## config.mk

```make
export PLATFORM = sky130hd
export DESIGN_NAME = mem_app_profiler
export DESIGN_NICKNAME = d
export VERILOG_FILES = /design/src/rtl/mem_prof_pkg.sv /design/src/rtl/mprof_event_bank.sv /design/src/rtl/mprof_divider.sv /design/src/rtl/mprof_classifier.sv /design/src/rtl/mem_app_profiler.sv
export SDC_FILE = /design/constraint.sdc
export NUM_CORES = 2
export LEC_CHECK = 0
export BUFFER_PORTS_ARGS = -buffer_cell sky130_fd_sc_hd__buf_2
export CORE_UTILIZATION = 42
export DETAILED_ROUTE_END_ITERATION = 7
export SYNTH_ARGS = -nofsm -noshare
export SYNTH_HDL_FRONTEND = slang
export SYNTH_SLANG_ARGS = --single-unit
```

## constraint.sdc

```tcl
create_clock -name clk -period 6.2 [get_ports clk]
set_clock_uncertainty 0.1 [all_clocks]
set_input_delay 0.62 -clock clk [delete_from_list [all_inputs] [get_ports clk]]
set_output_delay 0.62 -clock clk [all_outputs]
set_load 0.01 [all_outputs]
```

## src/rtl/mem_prof_pkg.sv

```systemverilog
package mem_prof_pkg;

  localparam int MPKI_SCALE = 1000;
  localparam int PCT_SCALE  = 100;

  localparam logic [1:0] CFG_LEN      = 2'd0;
  localparam logic [1:0] CFG_INT_THR  = 2'd1;
  localparam logic [1:0] CFG_LOC_THR  = 2'd2;
  localparam logic [1:0] CFG_VLOW_THR = 2'd3;

  typedef enum logic [1:0] {
    GRP_LOW       = 2'b00,
    GRP_HI_LOWLOC = 2'b01,
    GRP_HI_HILOC  = 2'b10
  } grp_e;

  typedef enum logic [2:0] {
    SQ_IDLE,
    SQ_MPKI,
    SQ_MPKI_W,
    SQ_PCT,
    SQ_PCT_W,
    SQ_STORE,
    SQ_PUB
  } seq_e;

endpackage

```

## src/rtl/mprof_event_bank.sv

```systemverilog
module mprof_event_bank #(
  parameter int NUM_APPS = 4,
  parameter int CNT_W    = 16
) (
  input  logic                               clk,
  input  logic                               rst_n,
  input  logic                               close_win,
  input  logic [NUM_APPS-1:0]                ev_retire,
  input  logic [NUM_APPS-1:0]                ev_miss,
  input  logic [NUM_APPS-1:0]                ev_access,
  input  logic [NUM_APPS-1:0]                ev_hit,
  output logic [NUM_APPS-1:0][CNT_W-1:0]     snap_retire,
  output logic [NUM_APPS-1:0][CNT_W-1:0]     snap_miss,
  output logic [NUM_APPS-1:0][CNT_W-1:0]     snap_access,
  output logic [NUM_APPS-1:0][CNT_W-1:0]     snap_hit
);

  localparam int NUM_EV = 4;

  logic [NUM_EV-1:0][NUM_APPS-1:0]             ev_all;
  logic [NUM_EV-1:0][NUM_APPS-1:0][CNT_W-1:0]  cnt_q, cnt_n, snap_q;

  assign ev_all = {ev_hit, ev_access, ev_miss, ev_retire};

  for (genvar e = 0; e < NUM_EV; e++) begin : g_ev
    for (genvar a = 0; a < NUM_APPS; a++) begin : g_app
      // saturating increment
      always_comb begin
        cnt_n[e][a] = cnt_q[e][a];
        if (ev_all[e][a] && (cnt_q[e][a] != {CNT_W{1'b1}}))
          cnt_n[e][a] = cnt_q[e][a] + CNT_W'(1);
      end

      always_ff @(posedge clk or negedge rst_n) begin
        if (!rst_n) begin
          cnt_q[e][a]  <= '0;
          snap_q[e][a] <= '0;
        end else if (close_win) begin
          snap_q[e][a] <= cnt_n[e][a];
          cnt_q[e][a]  <= '0;
        end else begin
          cnt_q[e][a]  <= cnt_n[e][a];
        end
      end
    end
  end

  assign snap_retire = snap_q[0];
  assign snap_miss   = snap_q[1];
  assign snap_access = snap_q[2];
  assign snap_hit    = snap_q[3];

endmodule

```

## src/rtl/mprof_divider.sv

```systemverilog
module mprof_divider #(
  parameter int NUM_W = 26,
  parameter int DEN_W = 16
) (
  input  logic             clk,
  input  logic             rst_n,
  input  logic             start,
  input  logic [NUM_W-1:0] num,
  input  logic [DEN_W-1:0] den,
  output logic             busy,
  output logic             valid,
  output logic [NUM_W-1:0] quot
);

  localparam int CNT_BW = $clog2(NUM_W + 1);

  logic [DEN_W-1:0]  rem_q, rem_n, den_q, den_n;
  logic [NUM_W-1:0]  quo_q, quo_n;
  logic [CNT_BW-1:0] cnt_q, cnt_n;
  logic              busy_q, busy_n, valid_q, valid_n;
  logic [DEN_W:0]    rem_sh;
  logic              ge;

  // one restoring step per cycle, quotient bits shift in from the right
  always_comb begin
    rem_sh  = {rem_q, quo_q[NUM_W-1]};
    ge      = rem_sh >= {1'b0, den_q};
    rem_n   = rem_q;
    quo_n   = quo_q;
    den_n   = den_q;
    cnt_n   = cnt_q;
    busy_n  = busy_q;
    valid_n = 1'b0;
    if (start) begin
      rem_n  = '0;
      quo_n  = num;
      den_n  = den;
      cnt_n  = CNT_BW'(NUM_W);
      busy_n = 1'b1;
    end else if (busy_q) begin
      rem_n = ge ? DEN_W'(rem_sh - {1'b0, den_q}) : rem_sh[DEN_W-1:0];
      quo_n = {quo_q[NUM_W-2:0], ge};
      cnt_n = cnt_q - CNT_BW'(1);
      if (cnt_q == CNT_BW'(1)) begin
        busy_n  = 1'b0;
        valid_n = 1'b1;
      end
    end
  end

  always_ff @(posedge clk or negedge rst_n) begin
    if (!rst_n) begin
      rem_q   <= '0;
      quo_q   <= '0;
      den_q   <= '0;
      cnt_q   <= '0;
      busy_q  <= 1'b0;
      valid_q <= 1'b0;
    end else begin
      rem_q   <= rem_n;
      quo_q   <= quo_n;
      den_q   <= den_n;
      cnt_q   <= cnt_n;
      busy_q  <= busy_n;
      valid_q <= valid_n;
    end
  end

  assign busy  = busy_q;
  assign valid = valid_q;
  assign quot  = quo_q;

endmodule

```

## src/rtl/mprof_classifier.sv

```systemverilog
module mprof_classifier
  import mem_prof_pkg::*;
#(
  parameter int MPKI_W = 16,
  parameter int PCT_W  = 8
) (
  input  logic [MPKI_W-1:0] mpki,
  input  logic [PCT_W-1:0]  pct,
  input  logic [MPKI_W-1:0] int_thr,
  input  logic [PCT_W-1:0]  loc_thr,
  input  logic [MPKI_W-1:0] vlow_thr,
  output grp_e              grp,
  output logic              vlow
);

  // intensity decides first; locality only splits the intensive set
  always_comb begin
    if (mpki < int_thr)
      grp = GRP_LOW;
    else if (pct < loc_thr)
      grp = GRP_HI_LOWLOC;
    else
      grp = GRP_HI_HILOC;
    vlow = mpki < vlow_thr;
  end

endmodule

```

## src/rtl/mem_app_profiler.sv

```systemverilog
module mem_app_profiler
  import mem_prof_pkg::*;
#(
  parameter int NUM_APPS = 4,
  parameter int CNT_W    = 16,
  parameter int CFG_W    = 16,
  parameter int PCT_W    = 8,
  localparam int APP_W   = (NUM_APPS > 1) ? $clog2(NUM_APPS) : 1
) (
  input  logic                clk,
  input  logic                rst_n,
  input  logic [NUM_APPS-1:0] ev_retire,
  input  logic [NUM_APPS-1:0] ev_llc_miss,
  input  logic [NUM_APPS-1:0] ev_mem_access,
  input  logic [NUM_APPS-1:0] ev_row_hit,
  input  logic                cfg_we,
  input  logic [1:0]          cfg_addr,
  input  logic [CFG_W-1:0]    cfg_wdata,
  input  logic [APP_W-1:0]    rd_app,
  output logic [31:0]         rd_data,
  output logic                boundary,
  output logic                done
);

  localparam int MPKI_W  = CFG_W;
  localparam int NUM_W   = CNT_W + 10;
  localparam int REC_W   = 1 + 2 + PCT_W + MPKI_W;
  localparam logic [CFG_W-1:0] LEN_RST = CFG_W'(1024);

  // ---------------- configuration ----------------
  logic [CFG_W-1:0]  len_q, int_thr_q, vlow_thr_q;
  logic [PCT_W-1:0]  loc_thr_q;

  always_ff @(posedge clk or negedge rst_n) begin
    if (!rst_n) begin
      len_q      <= LEN_RST;
      int_thr_q  <= CFG_W'(10);
      loc_thr_q  <= PCT_W'(50);
      vlow_thr_q <= CFG_W'(1);
    end else if (cfg_we) begin
      case (cfg_addr)
        CFG_LEN:     len_q      <= cfg_wdata;
        CFG_INT_THR: int_thr_q  <= cfg_wdata;
        CFG_LOC_THR: loc_thr_q  <= cfg_wdata[PCT_W-1:0];
        default:     vlow_thr_q <= cfg_wdata;
      endcase
    end
  end

  // ---------------- interval timer ----------------
  logic [CFG_W-1:0] cyc_q, cyc_n;
  logic             tick;

  always_comb begin
    tick  = cyc_q >= (len_q - CFG_W'(1));
    cyc_n = tick ? '0 : cyc_q + CFG_W'(1);
  end

  always_ff @(posedge clk or negedge rst_n) begin
    if (!rst_n) cyc_q <= '0;
    else        cyc_q <= cyc_n;
  end

  assign boundary = tick;

  // ---------------- counters ----------------
  logic [NUM_APPS-1:0][CNT_W-1:0] s_ret, s_miss, s_acc, s_hit;

  mprof_event_bank #(.NUM_APPS(NUM_APPS), .CNT_W(CNT_W)) u_bank (
    .clk         (clk),
    .rst_n       (rst_n),
    .close_win   (tick),
    .ev_retire   (ev_retire),
    .ev_miss     (ev_llc_miss),
    .ev_access   (ev_mem_access),
    .ev_hit      (ev_row_hit),
    .snap_retire (s_ret),
    .snap_miss   (s_miss),
    .snap_access (s_acc),
    .snap_hit    (s_hit)
  );

  // ---------------- shared divider ----------------
  logic             div_start, div_busy, div_valid;
  logic [NUM_W-1:0] div_num, div_quot;
  logic [CNT_W-1:0] div_den;

  mprof_divider #(.NUM_W(NUM_W), .DEN_W(CNT_W)) u_div (
    .clk   (clk),
    .rst_n (rst_n),
    .start (div_start),
    .num   (div_num),
    .den   (div_den),
    .busy  (div_busy),
    .valid (div_valid),
    .quot  (div_quot)
  );

  // ---------------- sequencer state ----------------
  seq_e                            st_q, st_n;
  logic [APP_W-1:0]                idx_q, idx_n;
  logic [MPKI_W-1:0]               cur_mpki_q, cur_mpki_n;
  logic [PCT_W-1:0]                cur_pct_q, cur_pct_n;
  logic [NUM_APPS-1:0][REC_W-1:0]  wk_q, wk_n, pub_q, pub_n;
  logic                            done_q, done_n;
  grp_e                            cls_grp;
  logic                            cls_vlow;
  logic [MPKI_W-1:0]               quot_mpki;
  logic [PCT_W-1:0]                quot_pct;

  mprof_classifier #(.MPKI_W(MPKI_W), .PCT_W(PCT_W)) u_cls (
    .mpki     (cur_mpki_q),
    .pct      (cur_pct_q),
    .int_thr  (int_thr_q),
    .loc_thr  (loc_thr_q),
    .vlow_thr (vlow_thr_q),
    .grp      (cls_grp),
    .vlow     (cls_vlow)
  );

  // saturate the wide quotient into each metric field
  assign quot_mpki = (|div_quot[NUM_W-1:MPKI_W]) ? {MPKI_W{1'b1}} : div_quot[MPKI_W-1:0];
  assign quot_pct  = (|div_quot[NUM_W-1:PCT_W])  ? {PCT_W{1'b1}}  : div_quot[PCT_W-1:0];

  always_comb begin
    st_n       = st_q;
    idx_n      = idx_q;
    cur_mpki_n = cur_mpki_q;
    cur_pct_n  = cur_pct_q;
    wk_n       = wk_q;
    pub_n      = pub_q;
    done_n     = done_q;
    div_start  = 1'b0;
    div_num    = '0;
    div_den    = '0;
    if (tick) begin
      st_n   = SQ_MPKI;
      idx_n  = '0;
      done_n = 1'b0;
    end else begin
      case (st_q)
        SQ_MPKI: begin
          if (s_ret[idx_q] == '0) begin
            cur_mpki_n = '0;
            st_n       = SQ_PCT;
          end else begin
            div_start = 1'b1;
            div_num   = NUM_W'(s_miss[idx_q]) * NUM_W'(MPKI_SCALE);
            div_den   = s_ret[idx_q];
            st_n      = SQ_MPKI_W;
          end
        end
        SQ_MPKI_W: begin
          if (div_valid) begin
            cur_mpki_n = quot_mpki;
            st_n       = SQ_PCT;
          end
        end
        SQ_PCT: begin
          if (s_acc[idx_q] == '0) begin
            cur_pct_n = '0;
            st_n      = SQ_STORE;
          end else begin
            div_start = 1'b1;
            div_num   = NUM_W'(s_hit[idx_q]) * NUM_W'(PCT_SCALE);
            div_den   = s_acc[idx_q];
            st_n      = SQ_PCT_W;
          end
        end
        SQ_PCT_W: begin
          if (div_valid) begin
            cur_pct_n = quot_pct;
            st_n      = SQ_STORE;
          end
        end
        SQ_STORE: begin
          wk_n[idx_q] = {cls_vlow, cls_grp, cur_pct_q, cur_mpki_q};
          if (idx_q == APP_W'(NUM_APPS - 1)) begin
            st_n = SQ_PUB;
          end else begin
            idx_n = idx_q + APP_W'(1);
            st_n  = SQ_MPKI;
          end
        end
        SQ_PUB: begin
          pub_n  = wk_q;
          done_n = 1'b1;
          st_n   = SQ_IDLE;
        end
        default: st_n = SQ_IDLE;
      endcase
    end
  end

  always_ff @(posedge clk or negedge rst_n) begin
    if (!rst_n) begin
      st_q       <= SQ_IDLE;
      idx_q      <= '0;
      cur_mpki_q <= '0;
      cur_pct_q  <= '0;
      wk_q       <= '0;
      pub_q      <= '0;
      done_q     <= 1'b0;
    end else begin
      st_q       <= st_n;
      idx_q      <= idx_n;
      cur_mpki_q <= cur_mpki_n;
      cur_pct_q  <= cur_pct_n;
      wk_q       <= wk_n;
      pub_q      <= pub_n;
      done_q     <= done_n;
    end
  end

  assign done    = done_q;
  assign rd_data = (int'(rd_app) < NUM_APPS) ? 32'(pub_q[rd_app]) : 32'd0;

endmodule

```

# ---- Word level (Yosys, flattened, before mapping)
# Index checks and enable logic that the tools add are counted.
dict set report word_totals {
  regBits 895
  out_inout_bits 34
  input_bits 39
}
dict set report classes {
  n_eq_ne 33
  reduce_logical 38
  n_bitwise 2
  mux 93
  multipliers 2
  add_sub_neg 21
  magnitude_cmp 8
}
# operator count
set op_table {}
lappend op_table {{two-way mux 16 bit} 46}
lappend op_table {{adder 16 x 1 -> 16 bit (second input constant)} 17}
lappend op_table {{inequality test 16 bit (second input constant)} 16}
lappend op_table {{binary-select mux 16 bit (select 2 bit)} 4}
lappend op_table {{bitwise mux 108 bit} 1}
lappend op_table {{two-way mux 26 bit} 4}
lappend op_table {{case mux 16 bit (2 select lines)} 2}
lappend op_table {{binary-select mux 27 bit (select 2 bit)} 1}
lappend op_table {{demux 27 bit (select 2 bit)} 1}
lappend op_table {{two-way mux 27 bit} 2}
lappend op_table {{case mux 26 bit (2 select lines)} 1}
lappend op_table {{logical NOT 16 bit} 2}
lappend op_table {{< comparator 16 bit} 2}
lappend op_table {{two-way mux 8 bit} 3}
lappend op_table {{multiplier 16 x 7 -> 23 bit (second input constant)} 1}
lappend op_table {{two-way mux 23 bit} 1}
lappend op_table {{multiplier 16 x 5 -> 21 bit (second input constant)} 1}
lappend op_table {{OR reduction 18 bit} 1}
lappend op_table {{greater-or-equal comparator 17 x 16 -> 1 bit} 1}
lappend op_table {{logical AND 1 bit} 17}
lappend op_table {{greater-or-equal comparator 16 bit} 1}
lappend op_table {{case mux 8 bit (2 select lines)} 1}
lappend op_table {{AND reduction 2 bit} 8}
lappend op_table {{subtractor 16 x 1 -> 16 bit (second input constant)} 1}
lappend op_table {{other kinds (27)} 62}

# ---- Longest topological paths before layout
dict set report depth {
  ltp_word 7
  depth_mapped 21
  depth_no_buf 18
}

# ---- By module
# Synthesis repeated with hierarchy kept, for this count alone.
dict set report unflattened {
  hier_cells 4623
  area_unflattened_um2 48950.7
}
# module cells_per_inst seq_area_each_um2 area_per_inst_um2 n_inst
set modules_own_cells {}
lappend modules_own_cells {mprof_event_bank 2468 12812.3 24155.7 1}
lappend modules_own_cells {mem_app_profiler 1580 7966.4 19764.0 1}
lappend modules_own_cells {mprof_divider 447 1626.6 4078.9 1}
lappend modules_own_cells {mprof_classifier 128 0.0 952.2 1}

# ---- Least setup slack after synthesis
# Ideal clock, no wire load.
dict set report synth_path {
  path_kind {reg2reg}
  startpoint {reg idx_q[0]}
  endpoint {reg u_div.quo_q[20], in the netlist u_div.quot[20]}
  setup_ns 0.130
  path_slack_ns -0.189
  path_stages_with_launch 19
  arrival_ns 6.158
  period_less_slack_ns 6.389
  path_cell_list {dfrtp_1 buf_2 buf_2 buf_1 mux4_2 inv_1 fa_1 fa_1 fa_1 fa_1 inv_1 ha_1 or2_2 a21oi_1 o31ai_1 and3_1 or4_1 a221oi_1 a21oi_1}
}
dict set report synth_via {
  elab_chain_cells 7
}
# item line_no
set synth_rtl {}
lappend synth_rtl {{start: declaration} mem_app_profiler.sv:101} ;# logic [APP_W-1:0] idx_q, idx_n;
lappend synth_rtl {{start signal: assignment} mem_app_profiler.sv:206} ;# idx_q <= idx_n;
lappend synth_rtl {{binary-select mux 16 bit (select 2 bit), on equally long branches} -}
lappend synth_rtl {{two-way mux 16 bit, on equally long branches} -}
lappend synth_rtl {{multiplier 16 x 5 -> 21 bit, or another cell as far along} mem_app_profiler.sv:165} ;# div_num = NUM_W'(s_hit[idx_q]) * NUM_W'(PCT_SCALE);
lappend synth_rtl {{two-way mux 23 bit, or another cell as far along} mem_app_profiler.sv:160} ;# if (s_acc[idx_q] == '0) begin
lappend synth_rtl {{case mux 26 bit (2 select lines) or case mux 1 bit (2 select lines) (tied branches)} mem_app_profiler.sv:141} ;# case (st_q)
lappend synth_rtl {{two-way mux 26 bit or two-way mux 1 bit (tied branches)} mem_app_profiler.sv:136} ;# if (tick) begin
lappend synth_rtl {{two-way mux 26 bit or nonzero test 2 bit (tied branches)} -}
lappend synth_rtl {{end signal: assignment} mprof_divider.sv:61} ;# quo_q <= quo_n;
lappend synth_rtl {{end: declaration} mprof_divider.sv:18} ;# logic [NUM_W-1:0] quo_q, quo_n;
# Several ways; a longest one is shown, not always the timed one. The select of a mux whose other input is x is not followed.
# A chain may end at the register's enable or synchronous reset.

# ---- Worst setup path after layout
dict set report layout_path {
  startpoint {reg idx_q[1]}
  endpoint {reg u_div.quo_q[22], in the netlist u_div.quot[22]}
}
# The elaborated chain is that of the path after synthesis.

==> results.ini <==
[logic_synthesis]
postSynth.asyncResetShare_pct=100
avgSynthCellArea_sq_um=10.8
ys_ff_latch=895
synth.most_common_cell=dfrtp_1
synth_edf_count=0
synth_common_cells=dfrtp_1 (888), nor2_1 (679), a21oi_1 (328)
seq_area_frac_synth_pct=49.6
yosys.area.top_type=dfrtp_1
synth_top_area_share_pct=49.2
yosys-top-cells-area=dfrtp_1 (49%), mux2_2 (5.8%), nor2_1 (5.6%), ha_1 (5.5%), mux4_2 (4.5%)
ys.flop_type=dfrtp_1
syn_inst=4190
ys_types=74
ys_warn_count=0
synth_area_sq_um=45100

[floorplan]
core_sq_um=106000
initial_core_util_pct=42.6
boundaryPins=73
die_w_um=330
fp.dieArea_sq_um=109000
core.rowCount=119
die_y_um=330

[sta]
finalWorstPathRequiredPeriod_ps=5700
setup_tns_ps=0
finalHoldViolations=0
rsz0062_at_grt=false
drv_slew=0
setup_viol_count_final=0
period_share_pct=91.9
fmax_mhz=175
max_slew.worst_pin.slew_ps=1150
max-slew-margin-rel_pct=23.0
holdWs_ps=103

[worst_setup_path]
critPathArrivalTime_ps=6160
critPathLaunchType=flop
cp.required_ps=6660
path_max_fanout=22
critPathCaptureType=flop
crit_family=adder cells
cpPeakStageDelay_ps=730
crit_top_cell=fa_1
crit_buf_inv=2
crit_type=flop to flop
cp_cell_sequence=mux4_2, inv_1, fa_1, fa_1, fa_1, fa_1, inv_1, ha_1, and3_1, a21oi_1, and3_1, o31ai_1, o221ai_1, xor2_1, o22ai_1, a21o_1
crit_slowest_cell=dfrtp_2

[cells_and_area]
drive_above_1_share_pct=14.0
antenna_cells=0
fillCellCount=9765
nets=4516
layoutNonFillerInstCount=5683
utilization_pct=47.4
syn2layout_area_growth_pct=11.2

[route]
via_per_inst=5.26
drt_iter0_drc=2017
drt_wl_total_um=98800
antenna_left=0
first_pass_iters=5
drc=0
dr_total_vias=29905
wl_per_cell_um=17.4

[global_route]
grt.total_usage_pct=18.6
gr-total-overflow=0
grt_pass1_wl_um=163000
grt_pass1_vias=29903
grt_max_degree=243
antenna_found_initial=0

[clock_network]
clk_path_buf_depth=3
htreeDepth=3
clk_pin_slew_worst_paths_ps=70
cts-buffers-inserted=95
numClockSinks=895
cts_tree=built
cts_root_buf=clkbuf_16
clk_latency_ps=690
ctsResizeCount=0

[placed_design]
dp.cells=5506
dpl.hpwl_um=67500
place_congestion=0.828
portBuffers=67

[flow_run]
cap_viol_max_count=0

[min_path]
hold_class=primary input to flop

[status]
outcome=finished clean

## timing repair
action | 4_1_cts | 5_1_grt
endpoints found under the setup margin | 0 | 2
setup buffers | 0 | 1
endpoints found under the hold margin | 103 | 0
hold buffers | 1 | 0
## cells in the final DEF (no fill, tap or decap), types with 19 or more instances in the layout
master	n
nor4_1	24
a21oi_1	327
nand4_1	64
mux4_2	91
xor2_1	117
nand3_1	85
and4_1	19
o21ai_0	116
o22ai_1	25
clkbuf_1	31
mux2i_1	52
mux2_2	232
a21o_1	28
clkbuf_16	95
fa_1	66
nor3_1	49
a22oi_1	21
nor2_1	678
nand2_1	218
buf_4	26
and3_1	36
dfrtp_1	885
ha_1	197
inv_1	269
buf_2	66
xnor2_1	196
o211ai_1	19
## flip-flops by register name, summed over array words and instances (netlist names), 26 cells and up
register,cells
u_div.quot,26
pub_q,108
u_bank.cnt_q,256
u_bank.snap_hit,64
u_bank.snap_miss,64
wk_q,108
u_bank.snap_access,64
u_bank.snap_retire,64
## path summary, 6_finish.rpt
check	from	endpoint	slack [ps]	cells after the start
hold / removal	cfg_wdata[9]	vlow_thr_q[9]	100	2
setup / recovery	idx_q[1]	u_div.quot[22]	500	16
min in group asynchronous	rst_n	pub_q[48]	520	2
hold reg to reg	wk_q[46]	wk_q[46]	370	2
max in group asynchronous	rst_n	u_div.quot[12]	3930	3
setup reg to reg	idx_q[1]	u_div.quot[22]	500	16
## cell families after synthesis
logic type      share of synthesized area, %
xor+xnor                                6.07
mux                                     11.5
compound gates                          8.31
flops                                   49.6
buf+inv                                 3.93
other cells                          0.00831
fa+ha+maj                               8.39
simple gates                            12.2
## per-layer routing
| layer | wire, um | GRT usage, % | vias up |
|---|---|---|---|
| met5 | 0 | 0 | - |
| met4 | 2450 | 5.05 | 0 |
| met3 | 3270 | 2.71 | 151 |
| met2 | 45200 | 29.3 | 396 |
| met1 | 47900 | 26.7 | 14899 |
| li1 | - | - | 14459 |
## cell type report
cell class | instances | area (sq um) | area share, %
multi-input combinational | 2848 | 21000 | 41.8
timing repair buffer | 104 | 746 | 1.49
inverter | 270 | 1020 | 2.03
clock buffer | 142 | 2710 | 5.41
clock inverter | 33 | 554 | 1.10
tap | 1391 | 1740 | 3.47
sequential | 895 | 22400 | 44.7
## metrics by stage
stage	setup slack, ps	cell area, sq um
global route	66.3	50200
detailed placement	331	46900
floorplan	74.8	45200
global placement	381	46900
CTS	308	50200
finish	501	50200
Power is left out: the tool's default activity adds up to more than one toggle a clock period on the data nets, which glitch-free logic cannot reach.
